`config.mk`:
```
export PLATFORM = sky130hd
export DESIGN_NAME = sfe_spi_front
export DESIGN_NICKNAME = d
export VERILOG_FILES = /design/src/rtl/sfe_pkg.sv /design/src/rtl/sfe_sync.sv /design/src/rtl/sfe_link.sv /design/src/rtl/sfe_mem.sv /design/src/rtl/sfe_seq.sv /design/src/rtl/sfe_spi_front.sv
export SDC_FILE = /design/constraint.sdc
export NUM_CORES = 2
export LEC_CHECK = 0
export CORE_UTILIZATION = 61
export CTS_BUF_LIST = sky130_fd_sc_hd__clkbuf_2
export DETAILED_ROUTE_END_ITERATION = 8
export MAX_ROUTING_LAYER = met4
export PLACE_DENSITY = 0.81
export SLEW_MARGIN = 5
export SYNTH_ARGS = -nofsm -noshare
export SYNTH_HDL_FRONTEND = slang
export SYNTH_HIERARCHICAL = 1
export SYNTH_SLANG_ARGS = --single-unit
```
`constraint.sdc`:
```
create_clock -name clk -period 6 [get_ports clk]
set_clock_uncertainty 0.1 [all_clocks]
set_input_delay 0.9 -clock clk [delete_from_list [all_inputs] [get_ports clk]]
set_output_delay 0.9 -clock clk [all_outputs]
set_load 0.01 [all_outputs]
```
`src/rtl/sfe_pkg.sv`:
```
package sfe_pkg;
  localparam logic [2:0] OP_WRSR  = 3'b001;
  localparam logic [2:0] OP_WRITE = 3'b010;
  localparam logic [2:0] OP_READ  = 3'b011;
  localparam logic [2:0] OP_WRDI  = 3'b100;
  localparam logic [2:0] OP_RDSR  = 3'b101;
  localparam logic [2:0] OP_WREN  = 3'b110;

  typedef enum logic [3:0] {
    ST_IDLE, ST_OPC, ST_ADDR, ST_RDAT, ST_WDAT, ST_SRD, ST_SWR, ST_REJ, ST_DONE
  } seq_st_t;

  function automatic logic opc_ok(input logic [7:0] b);
    return (b[7:4] == 4'd0) && (b[2:0] != 3'b000) && (b[2:0] != 3'b111);
  endfunction
endpackage

```
`src/rtl/sfe_sync.sv`:
```
module sfe_sync #(
  parameter int W = 4,
  parameter int STAGES = 2,
  parameter logic [W-1:0] RST_VAL = '0
) (
  input  logic         clk,
  input  logic         rst,
  input  logic [W-1:0] d,
  output logic [W-1:0] q
);
  generate
    for (genvar i = 0; i < W; i++) begin : g_lane
      logic [STAGES-1:0] chain;
      always_ff @(posedge clk) begin
        if (rst) chain <= {STAGES{RST_VAL[i]}};
        else     chain <= {chain[STAGES-2:0], d[i]};
      end
      assign q[i] = chain[STAGES-1];
    end
  endgenerate
endmodule

```
`src/rtl/sfe_link.sv`:
```
module sfe_link (
  input  logic clk,
  input  logic rst,
  input  logic cs_s,
  input  logic sck_s,
  input  logic hold_s,
  output logic sck_rise,
  output logic sck_fall,
  output logic cs_fall,
  output logic cs_rise,
  output logic held
);
  logic sck_q, cs_q;

  always_ff @(posedge clk) begin
    if (rst) begin
      sck_q <= 1'b0;
      cs_q  <= 1'b1;
      held  <= 1'b0;
    end else begin
      sck_q <= sck_s;
      cs_q  <= cs_s;
      if (cs_s)        held <= 1'b0;
      else if (!sck_s) held <= !hold_s;
    end
  end

  assign cs_fall  = cs_q & ~cs_s;
  assign cs_rise  = ~cs_q & cs_s;
  assign sck_rise = ~sck_q & sck_s & ~cs_s & ~held;
  assign sck_fall = sck_q & ~sck_s & ~cs_s & ~held;


  hold_qual_chk: assert property (@(posedge clk) disable iff (rst)
    (!$past(cs_s) && (held != $past(held))) |-> !$past(sck_s));
endmodule

```
`src/rtl/sfe_mem.sv`:
```
module sfe_mem #(
  parameter int AW = 8,
  parameter int DW = 8
) (
  input  logic          clk,
  input  logic          we,
  input  logic [AW-1:0] waddr,
  input  logic [DW-1:0] wdata,
  input  logic [AW-1:0] raddr,
  output logic [DW-1:0] rdata
);
  localparam int DEPTH = 1 << AW;
  logic [DW-1:0] mem [DEPTH];

  always_ff @(posedge clk) begin
    if (we) mem[waddr] <= wdata;
    rdata <= mem[raddr];
  end
endmodule

```
`src/rtl/sfe_seq.sv`:
```
module sfe_seq
  import sfe_pkg::*;
#(
  parameter int AW = 16,
  parameter int MEM_AW = 8,
  parameter int PAGE_BITS = 4
) (
  input  logic              clk,
  input  logic              rst,
  input  logic              cs_s,
  input  logic              si_s,
  input  logic              sck_rise,
  input  logic              sck_fall,
  input  logic              cs_fall,
  input  logic              cs_rise,
  input  logic              held,
  input  logic              busy,
  input  logic [7:0]        stat_i,
  input  logic [7:0]        mem_rdata,
  output logic [MEM_AW-1:0] mem_raddr,
  output logic              so_d,
  output logic              so_oe,
  output logic              wren_p,
  output logic              wrdi_p,
  output logic              swr_v,
  output logic [7:0]        swr_d,
  output logic              wr_v,
  output logic [AW-1:0]     wr_a,
  output logic [7:0]        wr_d,
  output logic              commit
);
  localparam int ADDR_BYTES = AW / 8;
  localparam int ACW = $clog2(ADDR_BYTES + 1);

  seq_st_t           st;
  logic [2:0]        bitcnt;
  logic [6:0]        shreg;
  logic [MEM_AW-1:0] addr;
  logic [ACW-1:0]    acnt;
  logic              is_rd, wrote;
  logic [6:0]        oshift;
  logic [7:0]        rx_byte, src;
  logic              byte_done, out_st;

  assign rx_byte   = {shreg, si_s};
  assign byte_done = sck_rise && (bitcnt == 3'd7) && (st != ST_IDLE);
  assign out_st    = (st == ST_RDAT) || (st == ST_SRD);
  assign src       = (st == ST_SRD) ? stat_i : mem_rdata;
  assign mem_raddr = addr;

  always_ff @(posedge clk) begin
    if (rst) begin
      st <= ST_IDLE; bitcnt <= '0; shreg <= '0; addr <= '0; acnt <= '0;
      is_rd <= 1'b0; wrote <= 1'b0; oshift <= '0; so_d <= 1'b0; so_oe <= 1'b0;
      wren_p <= 1'b0; wrdi_p <= 1'b0; swr_v <= 1'b0; swr_d <= '0;
      wr_v <= 1'b0; wr_a <= '0; wr_d <= '0; commit <= 1'b0;
    end else begin
      wren_p <= 1'b0; wrdi_p <= 1'b0; swr_v <= 1'b0; wr_v <= 1'b0; commit <= 1'b0;
      so_oe  <= !cs_s && !held && out_st;
      if (cs_rise) begin
        commit <= (st == ST_WDAT) && wrote;
        st     <= ST_IDLE;
      end else if (cs_fall) begin
        st <= ST_OPC; bitcnt <= '0; acnt <= '0; wrote <= 1'b0;
      end else begin
        if (sck_rise && st != ST_IDLE) begin
          shreg  <= rx_byte[6:0];
          bitcnt <= bitcnt + 3'd1;
        end
        if (byte_done) begin
          case (st)
            ST_OPC: begin
              if (!opc_ok(rx_byte) || (busy && rx_byte[2:0] != OP_RDSR)) st <= ST_REJ;
              else begin
                case (rx_byte[2:0])
                  OP_WREN:  begin wren_p <= 1'b1; st <= ST_DONE; end
                  OP_WRDI:  begin wrdi_p <= 1'b1; st <= ST_DONE; end
                  OP_RDSR:  st <= ST_SRD;
                  OP_WRSR:  st <= ST_SWR;
                  OP_READ:  begin is_rd <= 1'b1; st <= ST_ADDR; end
                  OP_WRITE: begin is_rd <= 1'b0; st <= ST_ADDR; end
                  default:  st <= ST_REJ;
                endcase
              end
            end
            ST_ADDR: begin
              addr <= MEM_AW'({addr, rx_byte});
              acnt <= acnt + ACW'(1);
              if (acnt == ACW'(ADDR_BYTES - 1)) st <= is_rd ? ST_RDAT : ST_WDAT;
            end
            ST_RDAT: addr <= addr + MEM_AW'(1);
            ST_WDAT: begin
              wr_v  <= 1'b1;
              wr_a  <= AW'(addr);
              wr_d  <= rx_byte;
              wrote <= 1'b1;
              addr[PAGE_BITS-1:0] <= addr[PAGE_BITS-1:0] + PAGE_BITS'(1);
            end
            ST_SWR: begin
              swr_v <= 1'b1;
              swr_d <= rx_byte;
              st    <= ST_DONE;
            end
            default: ;
          endcase
        end
        if (sck_fall && out_st) begin
          if (bitcnt == 3'd0) begin
            so_d   <= src[7];
            oshift <= src[6:0];
          end else begin
            so_d   <= oshift[6];
            oshift <= {oshift[5:0], 1'b0};
          end
        end
      end
    end
  end


  cs_idle_oe_chk: assert property (@(posedge clk) disable iff (rst) cs_s |=> !so_oe);

  hold_oe_chk: assert property (@(posedge clk) disable iff (rst) held |=> !so_oe);

  pulse_excl_chk: assert property (@(posedge clk) disable iff (rst)
    $onehot0({wren_p, wrdi_p, swr_v, wr_v}));

  commit_cs_chk: assert property (@(posedge clk) disable iff (rst) commit |-> cs_s);

  wr_range_chk: assert property (@(posedge clk) disable iff (rst)
    wr_v |-> ((wr_a >> MEM_AW) == '0));

  rej_quiet_chk: assert property (@(posedge clk) disable iff (rst)
    (st == ST_REJ) |=> !wr_v && !swr_v && !wren_p && !wrdi_p);
endmodule

```
`src/rtl/sfe_spi_front.sv`:
```
module sfe_spi_front #(
  parameter int AW = 16,
  parameter int MEM_AW = 8,
  parameter int PAGE_BITS = 4,
  parameter int SYNC_STAGES = 2
) (
  input  logic          clk,
  input  logic          rst,
  input  logic          cs_n,
  input  logic          sck,
  input  logic          si,
  input  logic          hold_n,
  input  logic          busy,
  input  logic [7:0]    stat_rd,
  output logic          so_d,
  output logic          so_oe,
  output logic          wren_pulse,
  output logic          wrdi_pulse,
  output logic          stat_wr_valid,
  output logic [7:0]    stat_wr_data,
  output logic          wr_valid,
  output logic [AW-1:0] wr_addr,
  output logic [7:0]    wr_data,
  output logic          wr_commit
);
  logic [3:0] pins_s;
  logic cs_s, sck_s, hold_s, si_s;
  logic sck_rise, sck_fall, cs_fall, cs_rise, held;
  logic [MEM_AW-1:0] mem_raddr;
  logic [7:0] mem_rdata;

  sfe_sync #(.W(4), .STAGES(SYNC_STAGES), .RST_VAL(4'b1010)) u_sync (
    .clk(clk), .rst(rst), .d({cs_n, sck, hold_n, si}), .q(pins_s));
  assign {cs_s, sck_s, hold_s, si_s} = pins_s;

  sfe_link u_link (
    .clk(clk), .rst(rst), .cs_s(cs_s), .sck_s(sck_s), .hold_s(hold_s),
    .sck_rise(sck_rise), .sck_fall(sck_fall), .cs_fall(cs_fall),
    .cs_rise(cs_rise), .held(held));

  sfe_seq #(.AW(AW), .MEM_AW(MEM_AW), .PAGE_BITS(PAGE_BITS)) u_seq (
    .clk(clk), .rst(rst), .cs_s(cs_s), .si_s(si_s), .sck_rise(sck_rise),
    .sck_fall(sck_fall), .cs_fall(cs_fall), .cs_rise(cs_rise), .held(held),
    .busy(busy), .stat_i(stat_rd), .mem_rdata(mem_rdata), .mem_raddr(mem_raddr),
    .so_d(so_d), .so_oe(so_oe), .wren_p(wren_pulse), .wrdi_p(wrdi_pulse),
    .swr_v(stat_wr_valid), .swr_d(stat_wr_data), .wr_v(wr_valid),
    .wr_a(wr_addr), .wr_d(wr_data), .commit(wr_commit));

  sfe_mem #(.AW(MEM_AW), .DW(8)) u_mem (
    .clk(clk), .we(wr_valid), .waddr(wr_addr[MEM_AW-1:0]), .wdata(wr_data),
    .raddr(mem_raddr), .rdata(mem_rdata));
endmodule

```
==> results.txt <==
Initial antenna violation count = 9
Worst-path maximum fanout = 85
Vias in the first global route = 44400
Mapped Area = 83000 um^2
Syn Inst Count = 4124
H-tree levels = 5
RSZ-0062 raised after global routing = false
Hold path startpoint = busy
Worst hold path class = in2reg
NumNets Final = 4553
Reg2reg setup slack = 1870 ps
Crit-path max cell delay = 1010 ps
Most frequent cells in the layout = 2048 x edfxtp_1, 742 x clkbuf_2, 454 x mux4_2
Synthesized area per cell = 20.1 um^2
1st-iter DRT viols = 6408
Initial Utilization = 0.614
Netlist cell types = 85
Power density cells = 278 nW/um^2
Post-synth top area share = 0.741
Reg2reg start = u_seq/mem_raddr[0]
Row count = 135
Arrival @ worst endpoint = 3570 ps
Register area share after synthesis = 0.761
First-pass GRT wire length = 289 mm
Max Slew Vio Count = 0
GRT overflow = 0
Leak Pwr = 28.1 nW
Critical-path cell list = clkdlybuf4s50_1
TritonCTS clock tree = built
Status = completed
Post-layout minimum cycle time = 4570 ps
Peak supply drop = 0.226 mV
Ports = 54
Most common cell after layout, fill and taps aside = edfxtp_1
Final TNS setup = 0 ps
Final Hold Viols = 0
R2r worst-path depth = 8
Post-CTS setup buffer count = 0
Fill cells = 8466
Largest net degree at the start of global routing = 213
Internal power = 19.4 mW
FMAX = 219 MHz
Layout area overhead = 8.10%
Sequential power share = 0.643
Register bit total from synthesis = 2131
Layout cell share with drive strength beyond 1 = 0.279
Clock Latency Late Sink = 1900 ps
Yosys warns = 6
Sw Pwr = 5.50 mW
Hold path endpoint = u_seq/st[3]
Die W = 371 um
DRC viols = 0
Comb power frac = 0.002
Gpl congestion = 0.921
Clk pwr share = 0.355
Die ar. = 138000 um^2
EDFF count, synth = 2048
Worst Hold Path Cells = 5
Sequential cell area = 63200 um^2
Drt wl/cell = 29.6 um
Clock buffer depth = 4
RR Endpoint = u_mem/rdata[2]
Routed wire length = 199 mm
Clock tree root driver cell = clkbuf_2
PortBufs = 45
Post-DP HPWL = 121 mm
Switching share of power = 0.221
Max_slew headroom = 0.0777
Final hold slack = 219 ps
WP data required = 5000 ps
Period utilization = 0.762
Commonest register cell after synthesis = edfxtp_1
Routed vias/inst = 6.65
Inserted Clock Buffers = 497
CP Class = reg2out
Clock Pin Slew Worst Setup and Hold Paths = 110 ps
Worst path top cell family by delay = flip-flops
Max_cap viols = 0
CP max stage cell = dfxtp_4
Antenna Nets Post-Route = 0
Post-synth top area cell = edfxtp_1
Die Span Y = 371 um
Synth area leaders = edfxtp_1 74%, mux4_2 12%, dfxtp_1 2.0%
Total Routing Usage GR = 0.302
Crit. End Element = output pin
Power, Total = 24.9 mW
CORE AREA = 135000 um^2
Worst Tran Pin Value = 1370 ps
Multi-input gate area = 18300 um^2
# clock sinks = 2131
Final setup viols = 0
Via count = 44700
CP Buf/Inv Count = 1
Total iterations of the first detailed-routing run = 6
Synth async-reset ratio = 0
Setup crit start kind = register
## power by group through the flow
stage               clock [mW]  sequential (mW)  combinational (mW)
finish                    8.84             16.0              0.0455
CTS                       8.99             16.0              0.0445
global placement             0             16.4              0.0322
detailed placement           0             16.4              0.0330
global route              9.72             16.0              0.0493
floorplan                    0             16.4              0.0271
## how the worst max path moves through the flow
| stage | start | to | slack (ps) | depth (start not counted) |
|---|---|---|---|---|
| floorplan | u_seq/wr_d[0] | wr_data[0] | 1540 | 0 |
| global placement | u_seq/mem_raddr[0] | u_mem/rdata[2] | 2050 | 7 |
| detailed placement | u_seq/mem_raddr[0] | u_mem/rdata[2] | 2060 | 7 |
| CTS | u_seq/wr_d[2] | wr_data[2] | 1240 | 1 |
| global route | u_seq/wr_d[2] | wr_data[2] | 1200 | 1 |
| finish | u_seq/wr_d[2] | wr_data[2] | 1430 | 1 |
## final cells by class
| type | instances | area share |
|---|---|---|
| sequential | 2131 | 0.704 |
| multi-input combinational | 1725 | 0.203 |
| clock buffer | 742 | 0.0414 |
| tap | 1781 | 0.0248 |
| timing repair buffer | 170 | 0.0185 |
| clock inverter | 146 | 0.00689 |
| antenna | 15 | 0.000418 |
| inverter | 8 | 0.000335 |
## stage by stage
stage / utilization / worst slack, ps / cell area (um^2) / cells
final: 0.663 / 1430 / 89800 / 6718
after global routing: 0.663 / 1200 / 89700 / 6714
after CTS: 0.663 / 1240 / 89700 / 6703
after detailed placement: 0.629 / 2060 / 85200 / 5794
after global placement: 0.629 / 2050 / 85200 / 5794
after floorplan: - / 1540 / 83100 / 4131
## logic make-up (layout without fill, tap and decap cells)
group,count (synthesis),count (layout),share of synthesized area
XOR/XNOR,1,1,0.000106
buffers and inverters,275,1066,0.0202
adder cells (fa/ha/maj),5,5,0.000753
multiplexers,615,615,0.143
AND/OR/NAND/NOR,632,632,0.0362
flip-flops,2131,2131,0.761
AO/OA/AOI/OAI,464,464,0.0391
other,1,23,0.0000452
## Yosys cell counts (all sizes together), types with 3 or more instances
cell type / instances
and3b: 3
nor3b: 6
inv: 7
a211oi: 21
a2111oi: 5
nor2b: 40
o22ai: 28
or2: 10
edfxtp: 2048
o221ai: 48
and2: 7
nor2: 325
buf: 145
a22o: 15
mux4: 456
a221oi: 14
a31oi: 4
nor4: 31
or3: 3
o32ai: 7
a21o: 3
nor4b: 6
ha: 5
nand3: 40
nor3: 33
clkbuf: 122
nand2: 80
nand2b: 16
a21oi: 135
mux2i: 157
o21ai: 19
nand3b: 3
a41oi: 3
dfxtp: 83
o22a: 5
a22oi: 135
o211ai: 10
nand4: 12
## registers in the layout, summed over array words and instances (netlist names), 3 cells and up
register             count
u_seq/wr_a               8
u_sync/g_lane.chain      8
u_mem/mem             2048
u_seq/st                 4
u_seq/shreg              7
u_seq/bitcnt             3
u_seq/mem_raddr          8
u_seq/swr_d              8
u_seq/oshift             7
u_seq/wr_d               8
u_mem/rdata              8
## what timing repair did
| item | in CTS | in global routing |
|---|---|---|
| resized for setup | 0 | 0 |
| hold buffers | 21 | 0 |
| hold endpoints to repair | 74 | 0 |
| setup endpoints to repair | 0 | 0 |
## per-layer routing
metal	part of all wire	global-route usage	wire length, um
met1	0.35	0.392	69400
met5	0	-	0
met3	0.13	0.0841	25700
met2	0.48	0.450	94900
met4	0.044	0.138	8640
Note: power is estimated with default switching activity, not from simulation.
